### src/rtl/irqv_pkg.sv
// Package: shared constants, the write-selector encoding and the vector
// lookup for the seven-source interrupt controller.
// Assumes index 0 is the non-maskable source and lower index = higher priority.
package irqv_pkg;
    localparam int NSRC  = 7;
    localparam int NMASK = NSRC - 1;
    localparam int VEC_W = 8;
    localparam int REG_W = 4;
    localparam int IDX_W = $clog2(NSRC);

    typedef enum logic [1:0] {
        SEL_EN_LO  = 2'd0,
        SEL_EN_HI  = 2'd1,
        SEL_MASTER = 2'd2,
        SEL_CLEAR  = 2'd3
    } sw_sel_e;

    // Vector of a source index: two descending runs spaced by three.
    function automatic logic [VEC_W-1:0] vec_of(input int idx);
        int v;
        if (idx < 4) v = 'h3B - 3 * idx;
        else         v = 'h29 - 3 * (idx - 4);
        return VEC_W'(v);
    endfunction
endpackage

### src/rtl/irqv_pending.sv
// Module: bank of pending flags, one per source.
// Assumes requests are single-cycle pulses; a request beats a clear in the same cycle.
module irqv_pending #(
    parameter int N = irqv_pkg::NSRC
) (
    input  logic         clk,
    input  logic         rst_n,
    input  logic [N-1:0] req_i,
    input  logic [N-1:0] clr_i,
    output logic [N-1:0] pend_o
);
    for (genvar g = 0; g < N; g++) begin : g_flag
        // Set on request, drop on clear, otherwise hold.
        always_ff @(posedge clk) begin
            if (!rst_n)          pend_o[g] <= 1'b0;
            else if (req_i[g])   pend_o[g] <= 1'b1;
            else if (clr_i[g])   pend_o[g] <= 1'b0;
        end
    end
endmodule

### src/rtl/irqv_mask.sv
// Module: per-source enable registers and master enable; produces the
// per-source allow vector (index 0 always allowed).
// Assumes accepting a maskable source takes precedence over a master-enable write.
module irqv_mask
    import irqv_pkg::*;
#(
    parameter int N = NSRC,
    parameter int W = REG_W
) (
    input  logic         clk,
    input  logic         rst_n,
    input  logic         sw_we_i,
    input  logic [1:0]   sw_sel_i,
    input  logic [W-1:0] sw_wdata_i,
    input  logic         take_mask_i,
    output logic         mie_o,
    output logic [N-1:0] allow_o
);
    localparam int NM   = N - 1;
    localparam int HI_W = NM - W;

    logic [W-1:0]    en_lo;
    logic [HI_W-1:0] en_hi;
    logic [NM-1:0]   en_all;

    // Enable register writes.
    always_ff @(posedge clk) begin
        if (!rst_n) begin
            en_lo <= '0;
            en_hi <= '0;
        end else if (sw_we_i) begin
            if (sw_sel_i == SEL_EN_LO) en_lo <= sw_wdata_i;
            if (sw_sel_i == SEL_EN_HI) en_hi <= sw_wdata_i[HI_W-1:0];
        end
    end

    // Master enable: cleared by a maskable accept, else software-written.
    always_ff @(posedge clk) begin
        if (!rst_n)
            mie_o <= 1'b0;
        else if (take_mask_i)
            mie_o <= 1'b0;
        else if (sw_we_i && sw_sel_i == SEL_MASTER)
            mie_o <= sw_wdata_i[0];
    end

    // Combine enables with the master flag; index 0 bypasses both.
    always_comb begin
        en_all  = {en_hi, en_lo};
        allow_o = {en_all & {NM{mie_o}}, 1'b1};
    end
endmodule

### src/rtl/irqv_arbiter.sv
// Module: fixed-priority pick among eligible sources and vector lookup.
// Assumes lower index means higher priority; vector is zero when nothing is eligible.
module irqv_arbiter
    import irqv_pkg::*;
#(
    parameter int N = NSRC,
    parameter int V = VEC_W
) (
    input  logic [N-1:0] elig_i,
    output logic         any_o,
    output logic [N-1:0] grant_o,
    output logic [V-1:0] vec_o
);
    // Scan from lowest priority up so the lowest index is left standing.
    always_comb begin
        grant_o = '0;
        vec_o   = '0;
        for (int i = N - 1; i >= 0; i--) begin
            if (elig_i[i]) begin
                grant_o    = '0;
                grant_o[i] = 1'b1;
                vec_o      = V'(vec_of(i));
            end
        end
        any_o = |elig_i;
    end
endmodule

### src/rtl/irq_vector_ctrl.sv
// Module: top of the vectored interrupt controller. Latches request pulses,
// gates the maskable ones, presents the winning vector and clears on accept.
// Assumes the CPU holds ack_i for one cycle per accept and samples vec_o with it.
module irq_vector_ctrl
    import irqv_pkg::*;
(
    input  logic               clk,
    input  logic               rst_n,
    input  logic [NSRC-1:0]    req_i,
    input  logic               sw_we_i,
    input  logic [1:0]         sw_sel_i,
    input  logic [REG_W-1:0]   sw_wdata_i,
    input  logic               ack_i,
    output logic               irq_o,
    output logic [VEC_W-1:0]   vec_o,
    output logic [NSRC-1:0]    pend_o,
    output logic               mie_o
);
    logic [NSRC-1:0] allow;
    logic [NSRC-1:0] elig;
    logic [NSRC-1:0] grant;
    logic [NSRC-1:0] clr;
    logic [NSRC-1:0] sw_clr;
    logic [IDX_W-1:0] clr_idx;
    logic            take;
    logic            take_mask;

    irqv_pending #(.N(NSRC)) pend_i (
        .clk    (clk),
        .rst_n  (rst_n),
        .req_i  (req_i),
        .clr_i  (clr),
        .pend_o (pend_o)
    );

    irqv_mask #(.N(NSRC), .W(REG_W)) mask_i (
        .clk         (clk),
        .rst_n       (rst_n),
        .sw_we_i     (sw_we_i),
        .sw_sel_i    (sw_sel_i),
        .sw_wdata_i  (sw_wdata_i),
        .take_mask_i (take_mask),
        .mie_o       (mie_o),
        .allow_o     (allow)
    );

    irqv_arbiter #(.N(NSRC), .V(VEC_W)) arb_i (
        .elig_i  (elig),
        .any_o   (irq_o),
        .grant_o (grant),
        .vec_o   (vec_o)
    );

    // Eligibility, accept detection and clear vector.
    always_comb begin
        elig      = pend_o & allow;
        take      = ack_i & irq_o;
        take_mask = take & ~grant[0];
        clr_idx   = sw_wdata_i[IDX_W-1:0];
        sw_clr    = '0;
        if (sw_we_i && sw_sel_i == SEL_CLEAR && int'(clr_idx) < NSRC)
            sw_clr[clr_idx] = 1'b1;
        clr = (take ? grant : '0) | sw_clr;
    end
endmodule

### config.mk
export PLATFORM = sky130hd
export DESIGN_NAME = irq_vector_ctrl
export DESIGN_NICKNAME = d
export VERILOG_FILES = /design/src/rtl/irqv_pkg.sv /design/src/rtl/irqv_pending.sv /design/src/rtl/irqv_mask.sv /design/src/rtl/irqv_arbiter.sv /design/src/rtl/irq_vector_ctrl.sv
export SDC_FILE = /design/constraint.sdc
export NUM_CORES = 1
export LEC_CHECK = 0
export ABC_AREA = 1
export BUFFER_PORTS_ARGS = -buffer_cell sky130_fd_sc_hd__buf_2
export CORE_MARGIN = 8
export CORE_UTILIZATION = 30
export DETAILED_ROUTE_END_ITERATION = 6
export PLACE_DENSITY = 0.56
export SYNTH_ARGS = -nofsm -noshare
export SYNTH_HDL_FRONTEND = slang
export SYNTH_HIERARCHICAL = 1
export SYNTH_SLANG_ARGS = --single-unit
### constraint.sdc
create_clock -name clk -period 1.9 [get_ports clk]
set_input_delay 0.095 -clock clk [delete_from_list [all_inputs] [get_ports clk]]
set_output_delay 0.095 -clock clk [all_outputs]
set_load 0.02 [all_outputs]
# Yosys cells after proc, flatten, opt, wreduce, memory -nomap -nowiden
# Index checks and enable logic that the tools add are counted.
# totals
ff_bits	14
latch_bits	0
ramBits	0
mem_bits_ro	0
word_cells	71
memories	0
# op_classes
n_addsub	0
n_mul	0
n_div	0
n_lt_le_gt_ge	3
eq_ne	3
shift	0
mux	32
bitwise	7
n_reduce_logical	16
# ops
cell	n
7-bit two-way mux	9
6-bit two-way mux	7
1-bit two-way mux	15
2-bit nonzero test	7
7-bit AND	1
7-bit OR	1
7-bit OR reduction	1
6-bit AND	1
2-bit == test, second input constant	2
1-bit logical AND	4
3-bit by 4-bit < comparator with 1-bit output, second input constant	1
2-bit AND reduction	2
1-bit demux with 3-bit select	1
3-bit by 1-bit >= comparator with 1-bit output, second input constant	1
3-bit < comparator, second input constant	1
1-bit AND	2
2-bit by 1-bit == test with 1-bit output, second input constant	1
2-bit logical NOT	1
1-bit NOT	2
2-bit OR reduction	1

# Logic depth before layout (Yosys ltp)
# logic_depth
word_depth	13
ltp_mapped	13
depth_no_buf	13

# Hierarchy
# The synthesis kept the hierarchy.
# modules_own_cells
mod	n_inst	cells_per_inst	area_each_um2	seq_area_each_um2
irqv_mask	1	64	397.9	140.1
irqv_pending	1	36	284.0	140.1
irq_vector_ctrl	1	48	201.4	0.0
irqv_arbiter	1	38	198.9	0.0

# Worst setup path before layout
# OpenSTA, ideal clock, no wires.
# synth_timing
kind	flip-flop to flip-flop
from	register mask_i.mie_o
to	register pend_i.pend_o[6]
setup_time_ps	119
arrival_ps	1641
t_required_ps	1781
path_slack_ps	140
stages_incl_launch_ff	14
path_buffers	0
synth_period_minus_slack_ps	1760
path_cell_list	dfxtp_1 nand2_1 inv_1 nand2_1 inv_1 nor2_4 nand3_1 nand2_1 inv_1 nand2_1 o21ai_1 inv_1 nand2_1 a21oi_2
# synth_between
elab_cells_between_ends	14
cone_classes	mux: 8; bitwise: 4; reduce/logical: 2
# synth_rtl
element	line_no	text
start, declared	irqv_mask.sv:16	output logic mie_o,
start signal, assigned	irqv_mask.sv:44	mie_o <= sw_wdata_i[0];
6-bit AND	irqv_mask.sv:50	allow_o = {en_all & {NM{mie_o}}, 1'b1};
named net allow[2]	irq_vector_ctrl.sv:19	logic [NSRC-1:0] allow;
7-bit AND	irq_vector_ctrl.sv:56	elig = pend_o & allow;
named net elig[2]	irq_vector_ctrl.sv:20	logic [NSRC-1:0] elig;
7-bit OR reduction	irqv_arbiter.sv:25	any_o = |elig_i;
named net irq_o	irq_vector_ctrl.sv:14	output logic irq_o,
1-bit AND	irq_vector_ctrl.sv:57	take = ack_i & irq_o;
7-bit two-way mux	irq_vector_ctrl.sv:63	clr = (take ? grant : '0) | sw_clr;
7-bit OR	irq_vector_ctrl.sv:63	
named net clr[6]	irq_vector_ctrl.sv:22	logic [NSRC-1:0] clr;
2-bit nonzero test (no source line)	--	
end signal, assigned by index	irqv_pending.sv:15	if (!rst_n) pend_o[g] <= 1'b0;
end signal, assigned by index	irqv_pending.sv:16	else if (req_i[g]) pend_o[g] <= 1'b1;
end signal, assigned by index	irqv_pending.sv:17	else if (clr_i[g]) pend_o[g] <= 1'b0;
end, declared	irqv_pending.sv:10	output logic [N-1:0] pend_o
# The timed path passes the listed nets, and every way through them passes these cells.
# A chain may end at the register's enable or synchronous reset.

# Final worst setup path
# layout_timing
from	register mask_i.mie_o
to	register pend_i.pend_o[0]
# layout_between
elab_cells_between_ends	13
cone_classes	mux: 7; bitwise: 4; reduce/logical: 2
# layout_rtl
element	line_no	text
6-bit AND *	irqv_mask.sv:50	
named net allow[2]	irq_vector_ctrl.sv:19	
7-bit AND *	irq_vector_ctrl.sv:56	
named net elig[2]	irq_vector_ctrl.sv:20	
7-bit two-way mux (3 in a row)	irqv_arbiter.sv:19	if (elig_i[i]) begin
7-bit two-way mux *	irq_vector_ctrl.sv:63	
7-bit OR *	irq_vector_ctrl.sv:63	
named net clr[0]	irq_vector_ctrl.sv:22	
2-bit nonzero test (no source line) *	--	
# Mark *: on every way through the listed nets, which the timed path passes. The rest lies on a longest branch.

==> flow_summary.toml <==
[job]
cap_violations = 0

[final_layout]
diodes = 0
area_growth_pct = 19.88
post_route_cells_drive_above_1_share_pct = 27.19
fin_cells = 265
nets = 235

[pwr]
switching_share_pct = 30.82
vdd_drop_max_mv = 0.2731
p_leak_nw = 0.8088
p_int_mw = 0.4840
pwr-share-clk_pct = 30.3
seqPwrFrac_pct = 46.5
power_frac_comb_pct = 23.2
p_per_area_mw_per_mm2 = 539.3
p_sw_mw = 0.2157

[drt]
viasPerCell = 4.075
dr_total_vias = 1080
post_drt_wl_per_cell_um = 9.928
drt.antenna.violating_nets = 0
drtIter0Drc = 33
first_pass_iters = 4
wl_um = 2631
drcViolationCount = 0

[floorplan]
die_w_um = 76.07
core-area_mm2 = 0.003551
dieArea_mm2 = 0.005786
rows = 22
io_pins = 34
fp.dieH_um = 76.07
start_util_pct = 30.48

[clock_network]
postCtsHoldBufs = 0
cts_buffers = 3
clockBufferDepth = 2
htreeDepth = 1
clk_pin_slew_ps = 90
cts_setup_buffers = 0
root_buffer = "clkbuf_4"
clk_latency_ps = 270
cts.sinks = 14
cts_resized = 0
cts_tree = "done"

[run_status]
outcome = "finished, final reports clean"

[grt]
grt.total_usage_pct = 9.852
grt_first_pass_wirelength_um = 4899
grt_max_degree = 13
antenna_found_initial = 0
grt_pass1_vias = 1068
grt-ovfl-total = 0

[synthesis]
ys_seq_elements = 14
synth_warnings = 6
synth-seq-area-share_pct = 25.90
synthCells = 186
ys_types = 19
synth_area_per_cell_um2 = 5.819
syn_area_mm2 = 0.001082

[worst_setup_path]
cp-end-kind = "register"
required_ps = 2070
r2r_cells = 13
critPathMaxFanout = 8
criticalPathCategory = "reg -> reg"
r2r_slack_ps = 310
critPathCapture = "pend_i/pend_o[0]"
worstSetupStartpoint = "mask_i/mie_o"
timing.rr.end = "pend_i/pend_o[0]"
reg2reg_from = "mask_i/mie_o"
cp-start-kind = "register"
arrival_ps = 1760

[sta]
fin_tns_setup_ps = 0
clock.fmax_ghz = 0.6299
rsz0062_at_grt = "false"
setup_viol = 0
min_period_ps = 1587
hold_violations = 0
finClkSkew_ps = 1.040
maxSlewViolCount = 0
min_period_over_period_pct = 83.55

[hold_path]
hold_path.class = "in -> reg"

[place]
globalplace.congestion = 0.7693
dp_hpwl_um = 2203
dp.cells = 261
io_buffers = 31
## flip-flops by register name, summed over array words and instances (netlist names)
| name | count |
|---|---|
| mask_i/en_lo | 4 |
| pend_i/pend_o | 7 |
| mask_i/mie_o | 1 |
| mask_i/en_hi | 2 |
## cell usage after synthesis
cell type | count | area [um^2]
a21oi_1 | 5 | 25.02
a21oi_2 | 8 | 70.07
buf_4 | 4 | 30.03
buf_6 | 1 | 11.26
conb_1 | 2 | 7.510
dfxtp_1 | 14 | 280.3
inv_1 | 47 | 176.4
inv_2 | 3 | 11.26
nand2_1 | 52 | 195.2
nand2_2 | 2 | 12.51
nand3_1 | 16 | 80.08
nand3_2 | 2 | 20.02
nor2_1 | 19 | 71.32
nor2_2 | 3 | 18.77
nor2_4 | 4 | 45.04
nor3_1 | 1 | 5.000
nor4_2 | 1 | 12.51
o21ai_0 | 1 | 5.000
o21ai_1 | 1 | 5.000
## stage by stage
step	hold WS, ps	area [um^2]	util [%]	setup slack [ps]	total power, mW
2_1_floorplan	215.7	1086	-	140.1	0.4417
3_3_place_gp	346.3	1260	35.48	292.5	0.4964
3_5_place_dp	347.7	1260	35.48	221.0	0.4968
4_1_cts	42.39	1296	36.50	204.9	0.7147
5_1_grt	41.96	1297	36.54	15.59	0.7528
6_report	54.15	1297	36.54	312.5	0.6997
## worst min-delay path by stage
stage                     startpoint                to  slack, ps  cells past startpoint
final                       req_i[6]  pend_i/pend_o[6]         50                      3
after detailed placement    req_i[0]  pend_i/pend_o[0]        350                      3
after CTS                   req_i[0]  pend_i/pend_o[0]         40                      3
after global routing        req_i[3]  pend_i/pend_o[3]         40                      3
after floorplan                rst_n   mask_i/en_lo[0]        220                      2
after global placement      req_i[6]  pend_i/pend_o[6]        350                      3
## cells by family after synthesis
logic type / Yosys count / share of synthesized area [%]
buf+inv: 55 / 21.16
simple gates: 100 / 42.54
flops: 14 / 25.90
compound gates: 15 / 9.710
other cells: 2 / 0.6939
## final cells by class
cell class	instances	area [um^2]
flip-flops and latches	14	281.5
well taps	48	60.06
fillers	408	2253
multi-input cells	118	576.8
inverters	50	187.7
clock buffers	4	36.28
repair buffers	31	155.1
## layer usage
metal  global-route usage, %  up-vias  share of wire, %
li1                        -      600                 -
met1                   12.35      456                47
met2                   15.77       22                46
met3                   1.887        2               5.1
met4                   4.615        0               1.4
met5                       0        -                 0
## critical path, cell delays in order, from the launching register on
cell     delay, ps
dfxtp_2        400
nand2_1         80
inv_1           50
nand2_1         50
inv_1          180
nor2_4          90
nand3_1        100
nand2_1         80
inv_1          160
nand2_1         70
nand2_1         80
inv_1           40
nand2_1         70
a21oi_2         50
## power by group through the flow
stage,combinational [mW],clock (mW),sequential (mW)
5_1_grt,0.185,0.238,0.330
3_5_place_dp,0.164,0,0.332
4_1_cts,0.165,0.224,0.326
2_1_floorplan,0.0975,0,0.344
6_report,0.162,0.212,0.326
3_3_place_gp,0.164,0,0.333
## layout by cell type (no fill, tap or decap)
| cell type | synthesis | layout |
|---|---|---|
| a21oi_2 | 8 | 8 |
| a21oi_1 | 5 | 5 |
| buf_2 | 0 | 31 |
| dfxtp_1 | 14 | 13 |
| clkbuf_4 | 0 | 3 |
| nor2_1 | 19 | 19 |
| nor2_4 | 4 | 4 |
| nand3_1 | 16 | 16 |
| nor4_2 | 1 | 1 |
| inv_2 | 3 | 3 |
| clkbuf_8 | 0 | 1 |
| o21ai_0 | 1 | 1 |
| o21ai_1 | 1 | 1 |
| conb_1 | 2 | 3 |
| nand3_2 | 2 | 2 |
| nand2_2 | 2 | 2 |
| dfxtp_2 | 0 | 1 |
| nor2_2 | 3 | 3 |
| nor3_1 | 1 | 1 |
| inv_1 | 47 | 47 |
| nand2_1 | 52 | 52 |
No activity file was read; power rests on OpenSTA's default activity.
